File: config.mk
export PLATFORM = sky130hd
export DESIGN_NAME = slow_idle_ctl
export DESIGN_NICKNAME = d
export VERILOG_FILES = /design/src/rtl/slow_idle_ctl.sv
export SDC_FILE = /design/constraint.sdc
export NUM_CORES = 1
export LEC_CHECK = 0
export CAP_MARGIN = 25
export CORE_UTILIZATION = 30
export CTS_CLUSTER_DIAMETER = 40
export DETAILED_ROUTE_END_ITERATION = 10
export HOLD_SLACK_MARGIN = 0.12
export PLACE_DENSITY = 0.66
export SLEW_MARGIN = 20
export SYNTH_ARGS = -nofsm -noshare
export SYNTH_HDL_FRONTEND = slang
export SYNTH_SLANG_ARGS = --single-unit
File: constraint.sdc
create_clock -name clk -period 2.8 [get_ports clk]
set_clock_uncertainty 0.1 [all_clocks]
set_input_delay 0.56 -clock clk [delete_from_list [all_inputs] [get_ports clk]]
set_output_delay 0.56 -clock clk [all_outputs]
set_load 0.005 [all_outputs]
File: src/rtl/slow_idle_ctl.sv
module slow_idle_ctl #(
  parameter int NUM_IRQ      = 8,
  parameter int CODE_W       = 2,
  parameter int MIN_DIV_LOG2 = 4
) (
  input  logic               clk,
  input  logic               rst_n,
  input  logic               idle_req,
  input  logic               div_valid,
  input  logic [CODE_W-1:0]  div_code,
  input  logic [NUM_IRQ-1:0] irq_pend,
  input  logic [NUM_IRQ-1:0] irq_en,
  output logic               halt,
  output logic               slow_active,
  output logic               wake,
  output logic               core_ce,
  output logic               sclk_ce,
  output logic               clkout_ce,
  output logic               timer_ce
);

  localparam int MAX_LOG2 = MIN_DIV_LOG2 + (1 << CODE_W) - 1;
  localparam int CNT_W    = MAX_LOG2;

  typedef enum logic [1:0] {ST_RUN, ST_HALT, ST_SLOW} st_t;

  st_t               st;
  logic [CNT_W-1:0]  cnt;
  logic [CNT_W-1:0]  lim;
  logic [CODE_W-1:0] code_q;
  logic              wake_now;
  logic              tick;
  logic              periph;

  assign wake_now = |(irq_pend & irq_en);
  assign lim      = CNT_W'((32'd1 << (MIN_DIV_LOG2 + 32'(code_q))) - 32'd1);

  always_ff @(posedge clk) begin
    if (!rst_n) begin
      st     <= ST_RUN;
      cnt    <= '0;
      code_q <= '0;
      wake   <= 1'b0;
    end else begin
      wake <= 1'b0;
      case (st)
        ST_RUN: begin
          if (idle_req) begin
            if (wake_now) begin
              wake <= 1'b1;
            end else if (div_valid) begin
              st     <= ST_SLOW;
              cnt    <= '0;
              code_q <= div_code;
            end else begin
              st <= ST_HALT;
            end
          end
        end
        ST_HALT: begin
          if (wake_now) begin
            st   <= ST_RUN;
            wake <= 1'b1;
          end
        end
        ST_SLOW: begin
          if (wake_now) begin
            st   <= ST_RUN;
            wake <= 1'b1;
            cnt  <= '0;
          end else begin
            cnt <= (cnt == lim) ? '0 : cnt + 1'b1;
          end
        end
        default: st <= ST_RUN;
      endcase
    end
  end

  assign halt        = (st == ST_HALT);
  assign slow_active = (st == ST_SLOW);
  assign tick        = (st == ST_RUN) || (slow_active && cnt == lim);
  assign periph      = halt || tick;
  assign core_ce     = tick;
  assign sclk_ce     = periph;
  assign clkout_ce   = periph;
  assign timer_ce    = periph;

  p_halt_entry_r2: assert property (@(posedge clk) disable iff (!rst_n)
    (!halt && !slow_active && idle_req && !div_valid && !wake_now)
      |=> (halt && !core_ce && timer_ce && sclk_ce && clkout_ce));

  p_masked_hold_r3: assert property (@(posedge clk) disable iff (!rst_n)
    (halt && !wake_now) |=> halt);

  p_halt_exit_r4: assert property (@(posedge clk) disable iff (!rst_n)
    (halt && wake_now) |=> (!halt && core_ce && wake));

  p_no_double_pulse_r5: assert property (@(posedge clk) disable iff (!rst_n)
    (slow_active && core_ce) |=> (!core_ce || !slow_active));

  p_slow_runs_r6: assert property (@(posedge clk) disable iff (!rst_n)
    slow_active |-> !halt);

  p_slow_exit_r8: assert property (@(posedge clk) disable iff (!rst_n)
    (slow_active && wake_now) |=> (!slow_active && core_ce && wake));

  p_slow_ignore_r9: assert property (@(posedge clk) disable iff (!rst_n)
    (slow_active && !wake_now) |=> (slow_active && $stable(code_q)));

  p_collide_r10: assert property (@(posedge clk) disable iff (!rst_n)
    (!halt && !slow_active && idle_req && wake_now)
      |=> (!halt && !slow_active && wake));

  p_wake_once_r11: assert property (@(posedge clk) disable iff (!rst_n)
    wake |=> !wake);

endmodule

==> results of run 1 <==
-- stage by stage --
stage,worst slack [ns],hold slack (ns),total power [uW]
2_1_floorplan,0.6012,0.3491,205.6
3_3_place_gp,0.1305,0.3702,248.3
3_5_place_dp,0.09747,0.3724,250.0
4_1_cts,0.06432,0.3826,355.1
5_1_grt,-0.008072,0.4021,371.8
6_report,0.1145,0.3836,352.2
-- layout by cell type, fill, tap and decap left out, types with 2 or more instances in the layout --
master           netlist  routed
a21boi_0               3       3
a21oi_1                5       4
a22o_1                 4       4
a22oi_1                2       2
buf_4                  2       4
clkbuf_4               0       3
clkdlybuf4s50_1        0      28
dfxtp_1               12      11
ha_1                   5       5
inv_1                  3       3
mux2i_1                2       2
nand2_1                7       7
nand3_1                6       6
nand4_1                3       3
nor2_1                 9       9
nor3_1                 3       3
nor4_1                 3       3
o21a_1                 5       5
o21ai_0                4       4
or2_2                  2       2
or3_1                  2       2
-- how the worst min path moves through the flow --
stage                              from                  end  depth (start not counted)
floorplan           cnt[1]$_SDFFE_PN0P_  cnt[1]$_SDFFE_PN0P_                          2
finish              cnt[1]$_SDFFE_PN0P_  cnt[1]$_SDFFE_PN0P_                          2
detailed placement  cnt[1]$_SDFFE_PN0P_  cnt[1]$_SDFFE_PN0P_                          2
CTS                 cnt[1]$_SDFFE_PN0P_  cnt[1]$_SDFFE_PN0P_                          2
global placement    cnt[1]$_SDFFE_PN0P_  cnt[1]$_SDFFE_PN0P_                          2
global route        cnt[1]$_SDFFE_PN0P_  cnt[1]$_SDFFE_PN0P_                          2
-- cells by family after synthesis --
| logic type | count (synthesis) | synth area share, % |
|---|---|---|
| AOI/OAI and AO/OA | 28 | 25.12 |
| xor gates and xnor gates | 1 | 1.113 |
| buffers and inverters | 7 | 4.292 |
| muxes | 2 | 2.544 |
| and+or+nand+nor | 42 | 28.46 |
| adders and majority gates | 5 | 7.949 |
| DFF | 12 | 30.52 |
-- state kept, by name, summed over array words and instances (netlist names) --
signal,count
cnt,7
code_q,2
st,2
wake,1
-- critical path, delay by kind of cell (launching register included) --
kind                     cells  cell delay [ns]
AND/OR/NAND/NOR              2             0.46
buffers and inverters        1             0.45
flip-flops                   1             0.34
AO/OA/AOI/OAI                2             0.27
adder cells (fa/ha/maj)      1             0.24
-- report_power, final --
group          leakage, uW  internal, uW  switching, uW
Combinational     0.000286          45.9           25.5
Sequential       0.0000975           173           1.61
Clock            0.0000138          49.9           56.7
-- metal layers --
layer,vias up,wire (um),GRT usage (%)
met5,-,0,0
met3,6,110,2.586
met2,40,940,25.00
met1,386,807,19.35
li1,430,-,-
met4,0,31,6.579
-- cell type report --
class | instances | area (sq um) | share of cell area, %
Tap cell | 30 | 37.54 | 3.293
Sequential cell | 12 | 241.5 | 21.19
Inverter | 3 | 11.26 | 0.9879
Clock buffer | 3 | 22.52 | 1.976
Timing Repair Buffer | 32 | 310.3 | 27.22
Multi-Input combinational cell | 78 | 516.7 | 45.33
-- cells in the mapped netlist (all sizes together) --
library cell and n:
a211oi 1, a21boi 3, a21o 1, a21oi 5
a22o 4, a22oi 2, a2bb2oi 1, a32o 1
and2 1, buf 2, clkbuf 2, dfxtp 12
ha 5, inv 3, mux2i 2, nand2 7
nand2b 1, nand3 6, nand3b 1, nand4 3
nand4b 1, nor2 9, nor3 3, nor4 3
nor4b 1, o21a 5, o21ai 4, o2bb2ai 1
or2 2, or3 2, or4 2, xnor2 1
-- what timing repair did --
item                                   4_1_cts  5_1_grt
gates resized for setup                      0        2
buffers inserted                             0        0
setup endpoints to repair                    0        3
hold buffers                                 0        0
endpoints found under the hold margin        0        0
==> results.toml, run 1 <==
[drt]
drtIter0Drc = 29
drt_pass1_iterations = 4
wl_per_cell_um = 11.95
final_antenna_net_count = 0
drc = 0
routed_wl_um = 1888
via_count = 862
avgViaCountPerCell = 5.456

[grt]
first_global_vias = 757
grt_max_degree = 12
antenna_found_initial = 0
gr-usage-all-layers_pct = 15.28
grt_pass1_wl_um = 3153
grt_remaining_overflow = 0

[setup_path]
reg2reg_depth = 6
rr_startpoint = "st[1]$_SDFFE_PN0P_"
endpoint_kind = "primary output"
crit_path_end = "timer_ce"
critPathSlowestCell = "clkdlybuf4s50_1"
arrival_ns = 2.03
r2r_end = "cnt[1]$_SDFFE_PN0P_"
slowest_delay_ns = 0.45
r2r_slack_ns = 0.90
worst_setup_path_start_kind = "flop"
crit_path_max_fanout = 4
setup.worst_path.start = "cnt[0]$_SDFFE_PN0P_"
worstPathRequired_ns = 2.14
path_cells = "ha_1, nand3_1, a21oi_2, a21o_1, or2_2, clkdlybuf4s50_1"
worst-setup-path-type = "flop to primary output"

[yosys]
syn_inst = 97
synth_top_cell_by_area = "dfxtp_1"
ys_types = 33
syn_avg_cell_area_sq_um = 8.113
syn_area_sq_um = 787.0
synth_area_leaders = "dfxtp_1 (31%), ha_1 (7.9%), o21a_1 (4.8%)"
yosysWarnings = 0
syn-num-nets = 124
synth-seq-cells = 12
yosysTopAreaCellShare_pct = 30.52
ys_seq_area_share_pct = 30.52

[power_and_ir_drop]
power_density_nw_per_um2 = 309.0
cellLeakagePower_uw = 0.0003973
ir_worst_vdd_mv = 0.1851

[sta]
relSlewSlack_pct = 73.62
hold_viol = 0
max_freq_mhz = 372.4
tightest_slew_ns = 0.3921
maxSlewViolCount = 0
setup_viol = 0
setup_tns_ns = 0
finalCritPeriodShare_pct = 95.91
period_minus_slack_ns = 2.685

[placement]
gp_congestion = 0.8513
port_buffers = 28
placed_cell_area_sq_um = 1112
dp_cells = 155
dp_hpwl_um = 1512

[clock_tree]
worst_skew_pair.late_latency_ns = 0.27
cts.clk_slew.worst_paths_ns = 0.07
cts.sinks = 12
clockBufferDepth = 2
htreeDepth = 1
numCtsBuffers = 3
root_buffer = "clkbuf_4"
cts_tree = "built"

[die]
num_rows = 18
start_util_pct = 31.77
dieArea_sq_um = 2832
die_h_um = 53.22
core_sq_um = 2477
die-width_um = 53.22
ioPinCount = 29

[layout]
fin_area_sq_um = 1140
layout.cells.non_filler = 158
post-route-util_pct = 46.01
area_growth_pct = 44.83
layout-drive-gt1-share_pct = 9.375
num-fill-cells = 248
num_antenna_cells = 0
nNetsFinal = 157

[outcome]
outcome = "finished, final reports clean"

[hold_path]
hp-class = "flop to flop"

[run]
cap_violations = 0
(Power assumes the default switching activity.)
==> inputs of run 2 (changes only) <==
- CORE_UTILIZATION: 30 -> 41
- PLACE_DENSITY: 0.66 -> 0.83
==> results.toml, run 2 (synthesis results as in run 1) <==
[layout]
top_register = "cnt"
nNetsFinal = 156
num-fill-cells = 163
area_growth_pct = 45.15
final_cell_mix = "clkdlybuf4s50_1 (28), dfxtp_1 (11), nor2_1 (9)"
final_common_cell = "clkdlybuf4s50_1"
layout-drive-gt1-share_pct = 10.16
reg.largest.list = "cnt x7, code_q x2, st x2"
num_antenna_cells = 0
largest_reg_flops = 7
post-route-util_pct = 64.75

[setup_path]
worst-setup-path-type = "flop to primary output"
reg2reg_depth = 6
crit_path_max_fanout = 4
arrival_ns = 2.01
worstPathRequired_ns = 2.14
endpoint_kind = "primary output"
worst_setup_path_start_kind = "flop"

[clock_tree]
cts.sinks = 12
postCtsSetupRepairBufs = 0
worst_skew_pair.late_latency_ns = 0.27
htreeDepth = 1
root_buffer = "clkbuf_4"
clockBufferDepth = 2
cts.clk_slew.worst_paths_ns = 0.08
numCtsBuffers = 3
cts_tree = "built"

[grt]
antenna_found_initial = 0
gr-usage-all-layers_pct = 20.85
grt_remaining_overflow = 0
grt_max_degree = 12
grt_pass1_wl_um = 3132
first_global_vias = 781

[die]
dieArea_sq_um = 2099
die-width_um = 45.81
die_h_um = 45.81
start_util_pct = 44.61
num_rows = 15
ioPinCount = 29
core_sq_um = 1764

[drt]
final_antenna_net_count = 0
highest_layer = "met4"
routed_wl_um = 1920
drc = 0
met2_length_um = 990
wl_met1_um = 769
via_count = 887
drt_pass1_iterations = 4
wl_per_cell_um = 12.55
avgViaCountPerCell = 5.797
drtIter0Drc = 19
routed-wl-met3_um = 97

[sta]
fin_ws_ns = 0.1305
tightest_slew_ns = 0.3815
period_minus_slack_ns = 2.670
relSlewSlack_pct = 74.33
rsz0062_at_grt = "no"
setup_tns_ns = 0
maxSlewViolCount = 0
hold_viol = 0
finalCritPeriodShare_pct = 95.34
max_freq_mhz = 374.6
whs_ns = 0.3853
setup_viol = 0

[power_and_ir_drop]
power_density_nw_per_um2 = 337.6
ir_worst_vdd_mv = 0.2520
cellLeakagePower_uw = 0.0003978
power_uw = 385.7

[run]
cap_violations = 0

[hold_path]
hold_path_depth = 2
hp-class = "flop to flop"

[placement]
dp_hpwl_um = 1484
port_buffers = 28
gp_congestion = 0.8494
place_ws_ns = 0.1108

[outcome]
outcome = "finished, final reports clean"
==> run 2: changes by cell type in the layout (fill, tap and decap cells not counted), sizes merged <==
| cell | delta |
|---|---|
| buf | -1 |
| clkbuf | +1 |
==> run 2: routing by layer <==
layer  vias to the layer above  track usage [%]
li1                        426                -
met1                       415            23.56
met2                        38            34.00
met3                         8            5.556
met4                         0            14.12
met5                         -                0
==> run 2: per-stage QoR <==
step,area [sq um],instances
after detailed placement,1099,149
after global routing,1142,153
after CTS,1135,153
after floorplan,787.0,97
final,1142,153
after global placement,1099,149
==> run 2: cell type report <==
class / instances / area, sq um / share of cell area (%)
Sequential cell: 12 / 241.5 / 21.14
Clock buffer: 4 / 36.28 / 3.176
Tap cell: 25 / 31.28 / 2.738
Timing Repair Buffer: 31 / 302.8 / 26.51
Multi-Input combinational cell: 78 / 519.2 / 45.45
Inverter: 3 / 11.26 / 0.9858
==> run 2: worst paths after layout <==
check	start	endpoint	slack (ns)
worst max-delay path	cnt[0]$_SDFFE_PN0P_	sclk_ce	0.13
worst min-delay path	cnt[1]$_SDFFE_PN0P_	cnt[1]$_SDFFE_PN0P_	0.39
worst max register to register	st[1]$_SDFFE_PN0P_	cnt[1]$_SDFFE_PN0P_	0.92
worst min register to register	cnt[1]$_SDFFE_PN0P_	cnt[1]$_SDFFE_PN0P_	0.39
==> run 2: what timing repair did <==
item,in CTS,in global routing
setup endpoints to repair,0,3
resized for setup,0,3
hold buffers,0,0
==> run 2: worst max-delay path: stages, from the launching register on <==
cell and delay (ns):
dfxtp_1 0.34, ha_1 0.23, nand3_1 0.17, a21oi_2 0.06, a21o_1 0.20, or2_2 0.29, clkdlybuf4s50_1 0.45
==> run 2: where the power goes <==
part | leakage [uW] | switching [uW] | total, uW | internal (uW)
Clock | 0.0000210 | 61.0 | 140 | 79.0
Sequential | 0.0000975 | 1.56 | 174 | 173
Combinational | 0.000279 | 25.7 | 71.4 | 45.8
